**config.mk**
```make
export PLATFORM = sky130hd
export DESIGN_NAME = ep_host_dma_req
export DESIGN_NICKNAME = d
export VERILOG_FILES = /design/src/rtl/ehd_pkg.sv /design/src/rtl/ehd_sel_decode.sv /design/src/rtl/ehd_cond.sv /design/src/rtl/ehd_req_ctl.sv /design/src/rtl/ep_host_dma_req.sv
export SDC_FILE = /design/constraint.sdc
export NUM_CORES = 1
export LEC_CHECK = 0
export CORE_MARGIN = 8
export CORE_UTILIZATION = 35
export DETAILED_ROUTE_END_ITERATION = 16
export DONT_BUFFER_PORTS = 1
export PLACE_DENSITY = 0.46
export SETUP_SLACK_MARGIN = 0.2
export SYNTH_ARGS = -nofsm -noshare
export SYNTH_HDL_FRONTEND = slang
export SYNTH_HIERARCHICAL = 1
export SYNTH_SLANG_ARGS = --single-unit
```
**constraint.sdc**
```tcl
create_clock -name clk -period 2.31 [get_ports clk]
set_input_delay 0.462 -clock clk [delete_from_list [all_inputs] [get_ports clk]]
set_output_delay 0.462 -clock clk [all_outputs]
set_load 0.05 [all_outputs]
```
**src/rtl/ehd_pkg.sv**
```systemverilog
package ehd_pkg;
  // Request rule chosen by the source select
  typedef enum logic [1:0] {
    M_OFF  = 2'd0,
    M_PKT  = 2'd1,
    M_BYTE = 2'd2,
    M_H2F  = 2'd3
  } mode_e;
endpackage

```
**src/rtl/ehd_sel_decode.sv**
```systemverilog
module ehd_sel_decode
  import ehd_pkg::*;
#(
  parameter int NUM_EP = 4,
  parameter int SEL_W  = 4,
  parameter int EP_W   = 2
) (
  input  logic [SEL_W-1:0] sel,
  output mode_e            mode,
  output logic [EP_W-1:0]  ep
);
  // Code map: 1..NUM_EP packet, NUM_EP+1 byte (endpoint 1),
  // NUM_EP+2..2*NUM_EP+1 host-to-FIFO, everything else off.
  always_comb begin
    mode = M_OFF;
    ep   = '0;
    for (int i = 0; i < NUM_EP; i++) begin
      if (sel == SEL_W'(i + 1)) begin
        mode = M_PKT;
        ep   = EP_W'(i);
      end
      if (sel == SEL_W'(i + NUM_EP + 2)) begin
        mode = M_H2F;
        ep   = EP_W'(i);
      end
    end
    if (sel == SEL_W'(NUM_EP + 1)) begin
      mode = M_BYTE;
      ep   = '0;
    end
  end
endmodule

```
**src/rtl/ehd_cond.sv**
```systemverilog
module ehd_cond
  import ehd_pkg::*;
#(
  parameter int NUM_EP = 4,
  parameter int FILL_W = 8,
  parameter int EP_W   = 2
) (
  input  mode_e                   mode,
  input  logic [EP_W-1:0]         ep,
  input  logic [NUM_EP-1:0]       rx_pkt_rdy,
  input  logic                    rx_not_empty,
  input  logic [NUM_EP-1:0]       tx_pkt_rdy,
  input  logic [NUM_EP*FILL_W-1:0] tx_fill,
  input  logic [FILL_W-1:0]       pkt_size,
  input  logic                    hob_empty,
  input  logic                    hib_full,
  input  logic                    hib_cmd,
  output logic                    cond,
  output logic                    pkt_rdy_sel
);
  // Room for one more byte: fill strictly below the packet limit
  function automatic logic fifo_has_room(input logic [FILL_W-1:0] fill,
                                         input logic [FILL_W-1:0] lim);
    return fill < lim;
  endfunction

  logic [NUM_EP-1:0] room;
  logic [NUM_EP-1:0] h2f_ok;

  genvar g;
  generate
    for (g = 0; g < NUM_EP; g++) begin : g_ep
      assign room[g]   = fifo_has_room(tx_fill[g*FILL_W +: FILL_W], pkt_size);
      assign h2f_ok[g] = room[g] & ~tx_pkt_rdy[g];
    end
  endgenerate

  logic fifo_to_host_ok;
  logic host_to_fifo_ok;

  assign pkt_rdy_sel     = (mode == M_PKT) & rx_pkt_rdy[ep];
  assign fifo_to_host_ok = hob_empty;
  assign host_to_fifo_ok = hib_full & ~hib_cmd & h2f_ok[ep];

  always_comb begin
    unique case (mode)
      M_PKT:   cond = pkt_rdy_sel & fifo_to_host_ok;
      M_BYTE:  cond = rx_not_empty & fifo_to_host_ok;
      M_H2F:   cond = host_to_fifo_ok;
      default: cond = 1'b0;
    endcase
  end
endmodule

```
**src/rtl/ehd_req_ctl.sv**
```systemverilog
module ehd_req_ctl (
  input  logic clk,
  input  logic rst_n,
  input  logic active,
  input  logic cond,
  input  logic pkt_mode,
  input  logic pkt_rdy_sel,
  input  logic h2f_mode,
  input  logic hib_wr,
  input  logic hib_cmd,
  input  logic dma_ack,
  output logic dma_req,
  output logic xfer_end
);
  logic pend_q, stop_q, prev_rdy_q, req_q, end_q;

  // Named internal events
  logic req_fire, stop_set, pkt_fall;

  assign req_fire = active & cond & ~pend_q & ~stop_q;
  assign stop_set = active & h2f_mode & hib_wr & hib_cmd & ~stop_q;
  assign pkt_fall = active & pkt_mode & prev_rdy_q & ~pkt_rdy_sel;

  always_ff @(posedge clk or negedge rst_n) begin
    if (!rst_n) begin
      pend_q     <= 1'b0;
      stop_q     <= 1'b0;
      prev_rdy_q <= 1'b0;
      req_q      <= 1'b0;
      end_q      <= 1'b0;
    end else begin
      pend_q     <= (pend_q & ~dma_ack) | req_fire;
      stop_q     <= active & (stop_q | stop_set);
      prev_rdy_q <= active & pkt_mode & pkt_rdy_sel;
      req_q      <= req_fire;
      end_q      <= stop_set | pkt_fall;
    end
  end

  assign dma_req  = req_q;
  assign xfer_end = end_q;


  single_pulse_chk: assert property (@(posedge clk) disable iff (!rst_n)
    dma_req |=> !dma_req);


  no_req_while_pend_chk: assert property (@(posedge clk) disable iff (!rst_n)
    (pend_q && !dma_ack) |=> !dma_req);


  stop_hold_chk: assert property (@(posedge clk) disable iff (!rst_n)
    stop_q |=> !dma_req);


  gate_chk: assert property (@(posedge clk) disable iff (!rst_n)
    !active |=> (!dma_req && !stop_q));
endmodule

```
**src/rtl/ep_host_dma_req.sv**
```systemverilog
module ep_host_dma_req
  import ehd_pkg::*;
#(
  parameter int NUM_EP = 4,
  parameter int FILL_W = 8,
  parameter int SEL_W  = 4
) (
  input  logic                     clk,
  input  logic                     rst_n,
  input  logic                     chan_en,
  input  logic                     cyc_steal,
  input  logic [SEL_W-1:0]         src_sel,
  input  logic [NUM_EP-1:0]        rx_pkt_rdy,
  input  logic                     rx_not_empty,
  input  logic [NUM_EP-1:0]        tx_pkt_rdy,
  input  logic [NUM_EP*FILL_W-1:0] tx_fill,
  input  logic [FILL_W-1:0]        pkt_size,
  input  logic                     hob_empty,
  input  logic                     hib_full,
  input  logic                     hib_cmd,
  input  logic                     hib_wr,
  input  logic                     dma_ack,
  output logic                     dma_req,
  output logic                     xfer_end
);
  localparam int EP_W     = (NUM_EP > 1) ? $clog2(NUM_EP) : 1;
  localparam int LAST_SEL = 2 * NUM_EP + 1;

  mode_e           mode;
  logic [EP_W-1:0] ep;
  logic            cond, pkt_rdy_sel, active;

  assign active = chan_en & cyc_steal;

  ehd_sel_decode #(.NUM_EP(NUM_EP), .SEL_W(SEL_W), .EP_W(EP_W)) u_dec (
    .sel  (src_sel),
    .mode (mode),
    .ep   (ep)
  );

  ehd_cond #(.NUM_EP(NUM_EP), .FILL_W(FILL_W), .EP_W(EP_W)) u_cond (
    .mode         (mode),
    .ep           (ep),
    .rx_pkt_rdy   (rx_pkt_rdy),
    .rx_not_empty (rx_not_empty),
    .tx_pkt_rdy   (tx_pkt_rdy),
    .tx_fill      (tx_fill),
    .pkt_size     (pkt_size),
    .hob_empty    (hob_empty),
    .hib_full     (hib_full),
    .hib_cmd      (hib_cmd),
    .cond         (cond),
    .pkt_rdy_sel  (pkt_rdy_sel)
  );

  ehd_req_ctl u_ctl (
    .clk         (clk),
    .rst_n       (rst_n),
    .active      (active),
    .cond        (cond),
    .pkt_mode    (mode == M_PKT),
    .pkt_rdy_sel (pkt_rdy_sel),
    .h2f_mode    (mode == M_H2F),
    .hib_wr      (hib_wr),
    .hib_cmd     (hib_cmd),
    .dma_ack     (dma_ack),
    .dma_req     (dma_req),
    .xfer_end    (xfer_end)
  );


  bad_sel_chk: assert property (@(posedge clk) disable iff (!rst_n)
    ((src_sel == '0) || (src_sel > SEL_W'(LAST_SEL))) |=> !dma_req);


  reset_out_chk: assert property (@(posedge clk)
    !rst_n |-> (!dma_req && !xfer_end));
endmodule

```
==> results of run 1 <==
## power groups by stage
stage / clock, W / combinational (W) / sequential, W
floorplan: 0 / 0.000134 / 0.0000934
global placement: 0 / 0.000161 / 0.0000936
detailed placement: 0 / 0.000164 / 0.0000937
CTS: 0.000107 / 0.000172 / 0.0000923
global route: 0.000112 / 0.000212 / 0.0000923
finish: 0.000104 / 0.000181 / 0.0000923
## area by class of cell
| cell class | instances | area (um^2) |
|---|---|---|
| Sequential cell | 5 | 125 |
| Tap cell | 44 | 55.1 |
| Clock buffer | 4 | 26.3 |
| Fill cell | 328 | 1700 |
| Multi-Input combinational cell | 106 | 1020 |
| Inverter | 13 | 48.8 |
| Timing Repair Buffer | 10 | 77.6 |
## worst max-delay path by stage
stage                             end       start  slack, ns
2_1_floorplan  u_ctl/pend_q$_DFF_PN0_  src_sel[1]     -0.001
3_3_place_gp   u_ctl/pend_q$_DFF_PN0_  src_sel[2]     -0.003
3_5_place_dp   u_ctl/pend_q$_DFF_PN0_  src_sel[2]      -0.10
4_1_cts        u_ctl/pend_q$_DFF_PN0_  src_sel[2]       0.20
5_1_grt        u_ctl/pend_q$_DFF_PN0_  src_sel[2]       0.08
6_report       u_ctl/pend_q$_DFF_PN0_  src_sel[2]       0.19
## what timing repair did
action                                 in CTS  in global routing
pin swaps                                   1                  1
hold buffers                                1                  0
buffers inserted                            0                  3
gates cloned                                0                  0
gates resized for setup                     1                  5
endpoints found under the hold margin       5                  0
setup endpoints to repair                   1                  2
## through the flow
step	cells	cell area (um^2)	setup TNS (ns)	setup slack [ns]	util
final	182	1350	0	0.194	0.442
after global routing	182	1350	0	0.0826	0.442
after floorplan	126	1180	-0.00125	-0.00125	-
after detailed placement	174	1250	-0.138	-0.103	0.409
after CTS	179	1290	0	0.203	0.423
after global placement	174	1250	-0.00289	-0.00289	0.409
## layout by cell type (no fill, tap or decap), types with 2 or more instances in the layout
cell | netlist | layout
a211o_1 | 2 | 2
a211oi_1 | 4 | 4
a21o_1 | 3 | 3
a21oi_1 | 5 | 4
buf_4 | 1 | 9
clkbuf_4 | 0 | 3
dfrtp_1 | 5 | 5
ha_1 | 32 | 31
inv_1 | 13 | 12
nand2_1 | 6 | 6
nand2b_1 | 2 | 2
nand4_1 | 3 | 3
nor2_1 | 4 | 4
nor3_1 | 5 | 5
nor3b_1 | 2 | 2
o211ai_1 | 2 | 2
o21ai_0 | 10 | 8
## logic make-up (layout without fill, tap and decap cells)
group,after synthesis,after routing
flops,5,5
fa+ha+maj,32,32
compound gates,34,34
mux,2,2
buf+inv,15,27
xor+xnor,1,1
simple gates,37,37
## metal layers
layer,track usage,vias to the layer above
li1,-,506
met1,0.0995,431
met4,0.0133,0
met3,0.0482,0
met2,0.239,30
met5,0,-
## state kept, by name (all words and copies together), names as in the netlist
signal,count
u_ctl/stop_q,1
u_ctl/xfer_end,1
u_ctl/pend_q,1
u_ctl/prev_rdy_q,1
u_ctl/dma_req,1
==> key figures, run 1 <==
Critical path
  – Endpoint required time on the critical path: 2.49 ns
  – Startpoint of the most critical register-to-register path: u_ctl/pend_q$_DFF_PN0_
  – Cell count along the critical path: 11
  – Cell Chain, Critical Path: nor3b_4 -> o21bai_4 -> inv_2 -> ha_4 -> nand4bb_4 -> nor4b_4 -> o221ai_2 -> o221a_1 -> o32ai_2 -> nor4bb_4 -> a21o_1
  – Kind of start point of the critical path: input pin
  – CP Buf/Inv Count: 1
  – RR Endpoint: u_ctl/pend_q$_DFF_PN0_
  – Highest cell delay on the worst timing path: 0.26 ns
  – R2R depth: 2
  – Cell with the biggest individual delay on the critical path: nor4b_4
  – Nature of the critical path endpoint: flip-flop
  – Worst R2R Setup Slack: 1.44 ns
  – Crit Path Class: input pin to flip-flop
  – Maximum fanout encountered on the critical timing path: 8
  – Family with the most delay on the worst path: simple AND/OR/NAND/NOR gates
  – Data arrival time of the critical path: 2.30 ns

Clock network
  – Worst-Skew Late Latency: 0.24 ns
  – CTS sink cnt: 5
  – Max clock buf depth: 2
  – Clk root buf: clkbuf_4
  – Number of buffers inserted during clock tree synthesis: 3
  – Clock transition at the registers of the reported paths: 0.04 ns
  – CTS tree: done
  – Deepest level of the CTS H-tree: 1

Global routing
  – Global-route wire length before repair: 4790 um
  – Total overflow reported by the global router: 0
  – Largest net degree at the start of global routing: 9
  – Via count of the first global-routing pass: 1094
  – Global-route total usage across every layer: 0.115
  – Antenna violations before repair: 0

Logic synthesis
  – Arithmetic-cell share of the synthesized area counting full adders, half adders and majority gates: 0.360
  – Post-synthesis instance total: 126
  – Synth Warn #: 6
  – Share of the synthesized area in the top cell type: 0.360
  – Post-synth top area cell: ha_1
  – Cell with the most instances after synthesis: ha_1
  – Post-synth EDFFs: 0
  – Most frequent cells after synthesis: 32 x ha_1, 13 x inv_1, 10 x o21ai_0, 6 x nand2_1
  – Leading cell types by total area after synthesis: ha_1 36%, dfrtp_1 11%, o21ai_0 4.5%
  – Syn_area_per_cell: 8.84 um^2
  – Top FF cell, synth: dfrtp_1
  – XOR/XNOR share of the synthesized area: 0.00787
  – Fraction of the yosys area taken by sequential cells: 0.112
  – Simple-gate area share of the yosys netlist: 0.226
  – Flip-flop and latch count after synthesis: 5
  – Fraction of synthesized area in multiplexers: 0.0292
  – Area fraction in compound gates after synthesis: 0.204
  – Number of distinct standard cells referenced by the synthesized netlist: 43
  – Post-synth net total: 220
  – Summed instance area of the synthesized netlist: 1110 um^2
  – Proportion of register bits with asynchronous set or reset after synthesis: 1.00
  – Main combinational cell family by area after synthesis: adder cells

STA
  – Final hold slack: 0.384 ns
  – FMAX: 0.473 GHz
  – Fin Clk Skew: 0.000186 ns
  – Fin. max-slew vios: 0
  – Number of hold-slack violations in the final timing report: 0
  – Worst Tran Pin Value: 0.461 ns
  – Count of final setup violators: 0
  – Setup repair after global routing missed its margin: yes
  – Portion of the clock cycle consumed by the worst path in the final layout: 0.916
  – Final Critical Period: 2.12 ns
  – Slew Limit Headroom: 0.693

Hold path
  – Number of cells on the worst hold path: 2
  – Kind of path behind the tightest hold check: input pin to flip-flop
  – End of the worst hold path: u_ctl/pend_q$_DFF_PN0_
  – Min-delay src: dma_ack

Power
  – Maximum vdd drop: 99.4 uV
  – Total power of the final layout: 0.000377 W
  – Power Internal: 0.000250 W
  – Switch share: 0.337
  – Static leakage: 0.626 nW
  – Combinational share of power: 0.480
  – Net load switching power: 0.000127 W
  – Cell Pwr Density: 279 nW/um^2
  – Clock network fraction of total power: 0.276
  – Part of the power in registers: 0.245

Finish
  – Syn-to-layout area delta: 21.1%
  – Number of nets in the layout: 233
  – Share of final-layout standard cells stronger than drive strength 1: 0.210
  – Antenna diodes: 0

Routing
  – Drt drc: 0
  – Residual antenna-violating net count after detailed routing: 0
  – Top routing layer in use: met3
  – Wire length per cell: 16.9 um
  – Met3 wirelength from detailed routing: 272 um
  – Detailed Route WL: 3080 um
  – Metal-1 WL: 1100 um
  – Via count of the routed design: 967
  – Iteration-0 DRC count of the detailed router: 44
  – Number of vias per cell: 5.31
  – Routed length on met2: 1710 um
  – Number of detailed-route iterations in the first pass: 4

Floorplanning
  – Number of top-level design ports: 64
  – Placeable Area: 3050 um^2
  – Initial Util: 0.365
  – Vertical die dimension: 72.4 um
  – # rows: 20
  – Area of the die: 5240 um^2
  – Die outline width: 72.4 um

Place
  – Total of buffers placed on input and output ports: 0
  – Sum of net half-perimeters after detailed placement: 2760 um
  – Routability congestion estimate: 0.697

Run status
  – Run status: complete, no violations

Job
  – Number of max-cap violations: 0
No activity file was read; power rests on OpenSTA's default activity.
==> run 2: changes to the inputs <==
--- a/config.mk
+++ b/config.mk
@@ -5,6 +5,7 @@
 export SDC_FILE = /design/constraint.sdc
 export NUM_CORES = 1
 export LEC_CHECK = 0
+export ABC_CLOCK_PERIOD_IN_PS = 2310
 export CORE_MARGIN = 8
 export CORE_UTILIZATION = 35
 export DETAILED_ROUTE_END_ITERATION = 16
==> constraint.sdc (replaced) <==
create_clock -name clk -period 2.31 [get_ports clk]
set_input_delay 0.231 -clock clk [delete_from_list [all_inputs] [get_ports clk]]
set_output_delay 0.231 -clock clk [all_outputs]
set_load 0.01 [all_outputs]
==> key figures, run 2 (synthesis gave the netlist of run 1 again) <==
Run status
  – Run status: complete, no violations

Place
  – Total of buffers placed on input and output ports: 0 (unchanged)
  – Sum of net half-perimeters after detailed placement: 2800 um (+1.5%)
  – Routability congestion estimate: 0.718 (+3.0%)
  – Worst setup timing slack at the placement stage: 0.0521 ns (+0.155 ns)
  – Number of instances in the placed design: 168 (-3.4%)

STA
  – Final setup margin: 0.342 ns (+0.148 ns)
  – Count of final setup violators: 0 (unchanged)
  – Final Critical Period: 1.97 ns (-0.148 ns)
  – Portion of the clock cycle consumed by the worst path in the final layout: 0.852 (-0.0642)
  – Number of hold-slack violations in the final timing report: 0 (unchanged)
  – Fin Clk Skew: 0.00433 ns (+0.00415 ns)
  – Total Neg Setup Slack: 0 ns (unchanged)
  – Slew Limit Headroom: 0.774 (+0.0814)
  – FMAX: 0.508 GHz (+7.5%)
  – Fin. max-slew vios: 0 (unchanged)
  – Worst Tran Pin Value: 0.338 ns (-0.122 ns)
  – Setup repair after global routing missed its margin: no

Floorplanning
  – # rows: 20 (unchanged)
  – Initial Util: 0.365 (unchanged)
  – Placeable Area: 3050 um^2 (unchanged)
  – Area of the die: 5240 um^2 (unchanged)
  – Die outline width: 72.4 um (unchanged)
  – Number of top-level design ports: 64 (unchanged)
  – Vertical die dimension: 72.4 um (unchanged)

Finish
  – Antenna diodes: 0 (unchanged)
  – Post-layout instance count excluding filler cells: 173 (-4.9%)
  – Most common library cell in the layout ignoring fill and taps: ha_1
  – Leading cell types in the layout, fill and taps excluded: 31 x ha_1, 12 x inv_1, 8 x o21ai_0
  – Share of final-layout standard cells stronger than drive strength 1: 0.140 (-0.0706)
  – Syn-to-layout area delta: 11.9%
  – Number of nets in the layout: 224 (-3.9%)

Critical path
  – Crit Path Class: input pin to flip-flop
  – Worst R2R Setup Slack: 1.44 ns (about the same)
  – Endpoint required time on the critical path: 2.48 ns (about the same)
  – Worst setup path end: u_ctl/pend_q$_DFF_PN0_
  – Startpoint of the most critical register-to-register path: u_ctl/pend_q$_DFF_PN0_
  – R2R depth: 2 (unchanged)
  – Kind of start point of the critical path: input pin
  – Maximum fanout encountered on the critical timing path: 8 (unchanged)
  – RR Endpoint: u_ctl/pend_q$_DFF_PN0_
  – Nature of the critical path endpoint: flip-flop
  – Beginning of the critical path: src_sel[2]
  – Data arrival time of the critical path: 2.14 ns (-0.16 ns)

Routing
  – Number of vias per cell: 5.54 (+4.3%)
  – Residual antenna-violating net count after detailed routing: 0 (unchanged)
  – Iteration-0 DRC count of the detailed router: 24 (-45%)
  – Drt drc: 0 (unchanged)
  – Via count of the routed design: 959 (-0.83%)
  – Wire length per cell: 17.4 um (+2.5%)
  – Number of detailed-route iterations in the first pass: 3 (-1)
  – Detailed Route WL: 3000 um (-2.6%)

Global routing
  – Antenna violations before repair: 0 (unchanged)
  – Global-route total usage across every layer: 0.112 (-0.00245)
  – Total overflow reported by the global router: 0 (unchanged)
  – Largest net degree at the start of global routing: 9 (unchanged)
  – Global-route wire length before repair: 4640 um (-3.0%)
  – Via count of the first global-routing pass: 1054 (-3.7%)

Hold path
  – Min-delay src: dma_ack
  – Kind of path behind the tightest hold check: input pin to flip-flop

Power
  – Static leakage: 0.578 nW (-7.6%)
  – Cell Pwr Density: 276 nW/um^2 (-1.3%)
  – Maximum vdd drop: 63.5 uV (-36%)

Clock network
  – Clk root buf: clkbuf_4
  – Max clock buf depth: 2 (unchanged)
  – Worst-Skew Late Latency: 0.24 ns (about the same)
  – Deepest level of the CTS H-tree: 1 (unchanged)
  – CTS tree: done
  – CTS sink cnt: 5 (unchanged)
  – Number of buffers inserted during clock tree synthesis: 3 (unchanged)
  – Clock transition at the registers of the reported paths: 0.04 ns (about the same)

Job
  – Number of max-cap violations: 0 (unchanged)
[run 2: final cells by class]
| class | instances | area, um^2 |
|---|---|---|
| clock buffer | 4 | 26.3 |
| fill | 333 | 1810 |
| inverter | 13 | 48.8 |
| multi-input combinational | 106 | 981 |
| sequential | 5 | 125 |
| tap | 44 | 55.1 |
| timing repair buffer | 1 | 10.0 |
[run 2: worst max-delay path, stage by stage]
cell and delay [ns]:
nor3b_4 0.21, o21bai_4 0.18, inv_2 0.06, ha_2 0.17, nand4bb_4 0.23, nor4b_4 0.28, o221ai_2 0.12, o221a_1 0.14
o32ai_1 0.14, nor4bb_4 0.26, a21o_1 0.11
[run 2: repair_timing]
item,4_1_cts,5_1_grt
hold buffers,1,0
setup endpoints to repair,0,1
hold endpoints to repair,5,0
resized for setup,0,3
setup buffers,0,0
[run 2: routing by layer]
metal	track usage	vias up	wire length, um
met2	0.219	30	1650
met4	0.0200	0	0
li1	-	492	-
met3	0.0510	0	276
met5	0	-	0
met1	0.105	437	1070
[run 2: power breakdown]
group | switching [W] | internal (W) | total (W)
clock | 0.0000319 | 0.0000650 | 0.0000970
combinational | 0.0000785 | 0.0000774 | 0.000156
sequential | 0.00000145 | 0.0000895 | 0.0000910
[run 2: through the flow]
step	hold WS (ns)	power, W	utilization	cell area [um^2]
finish	0.162	0.000344	0.408	1250
CTS	0.153	0.000351	0.403	1230
detailed placement	-0.0644	0.000245	0.391	1190
global placement	-0.0644	0.000241	0.391	1190
global route	0.159	0.000385	0.408	1250
floorplan	-0.0646	0.000222	-	1160
[run 2: worst min-delay path by stage]
stage / endpoint / slack, ns / depth (start not counted)
floorplan: u_ctl/dma_req$_DFF_PN0_ / -0.06 / 0
global route: u_ctl/pend_q$_DFF_PN0_ / 0.16 / 2
detailed placement: u_ctl/stop_q$_DFF_PN0_ / -0.06 / 0
CTS: u_ctl/pend_q$_DFF_PN0_ / 0.15 / 2
global placement: u_ctl/stop_q$_DFF_PN0_ / -0.06 / 0
finish: u_ctl/pend_q$_DFF_PN0_ / 0.16 / 2
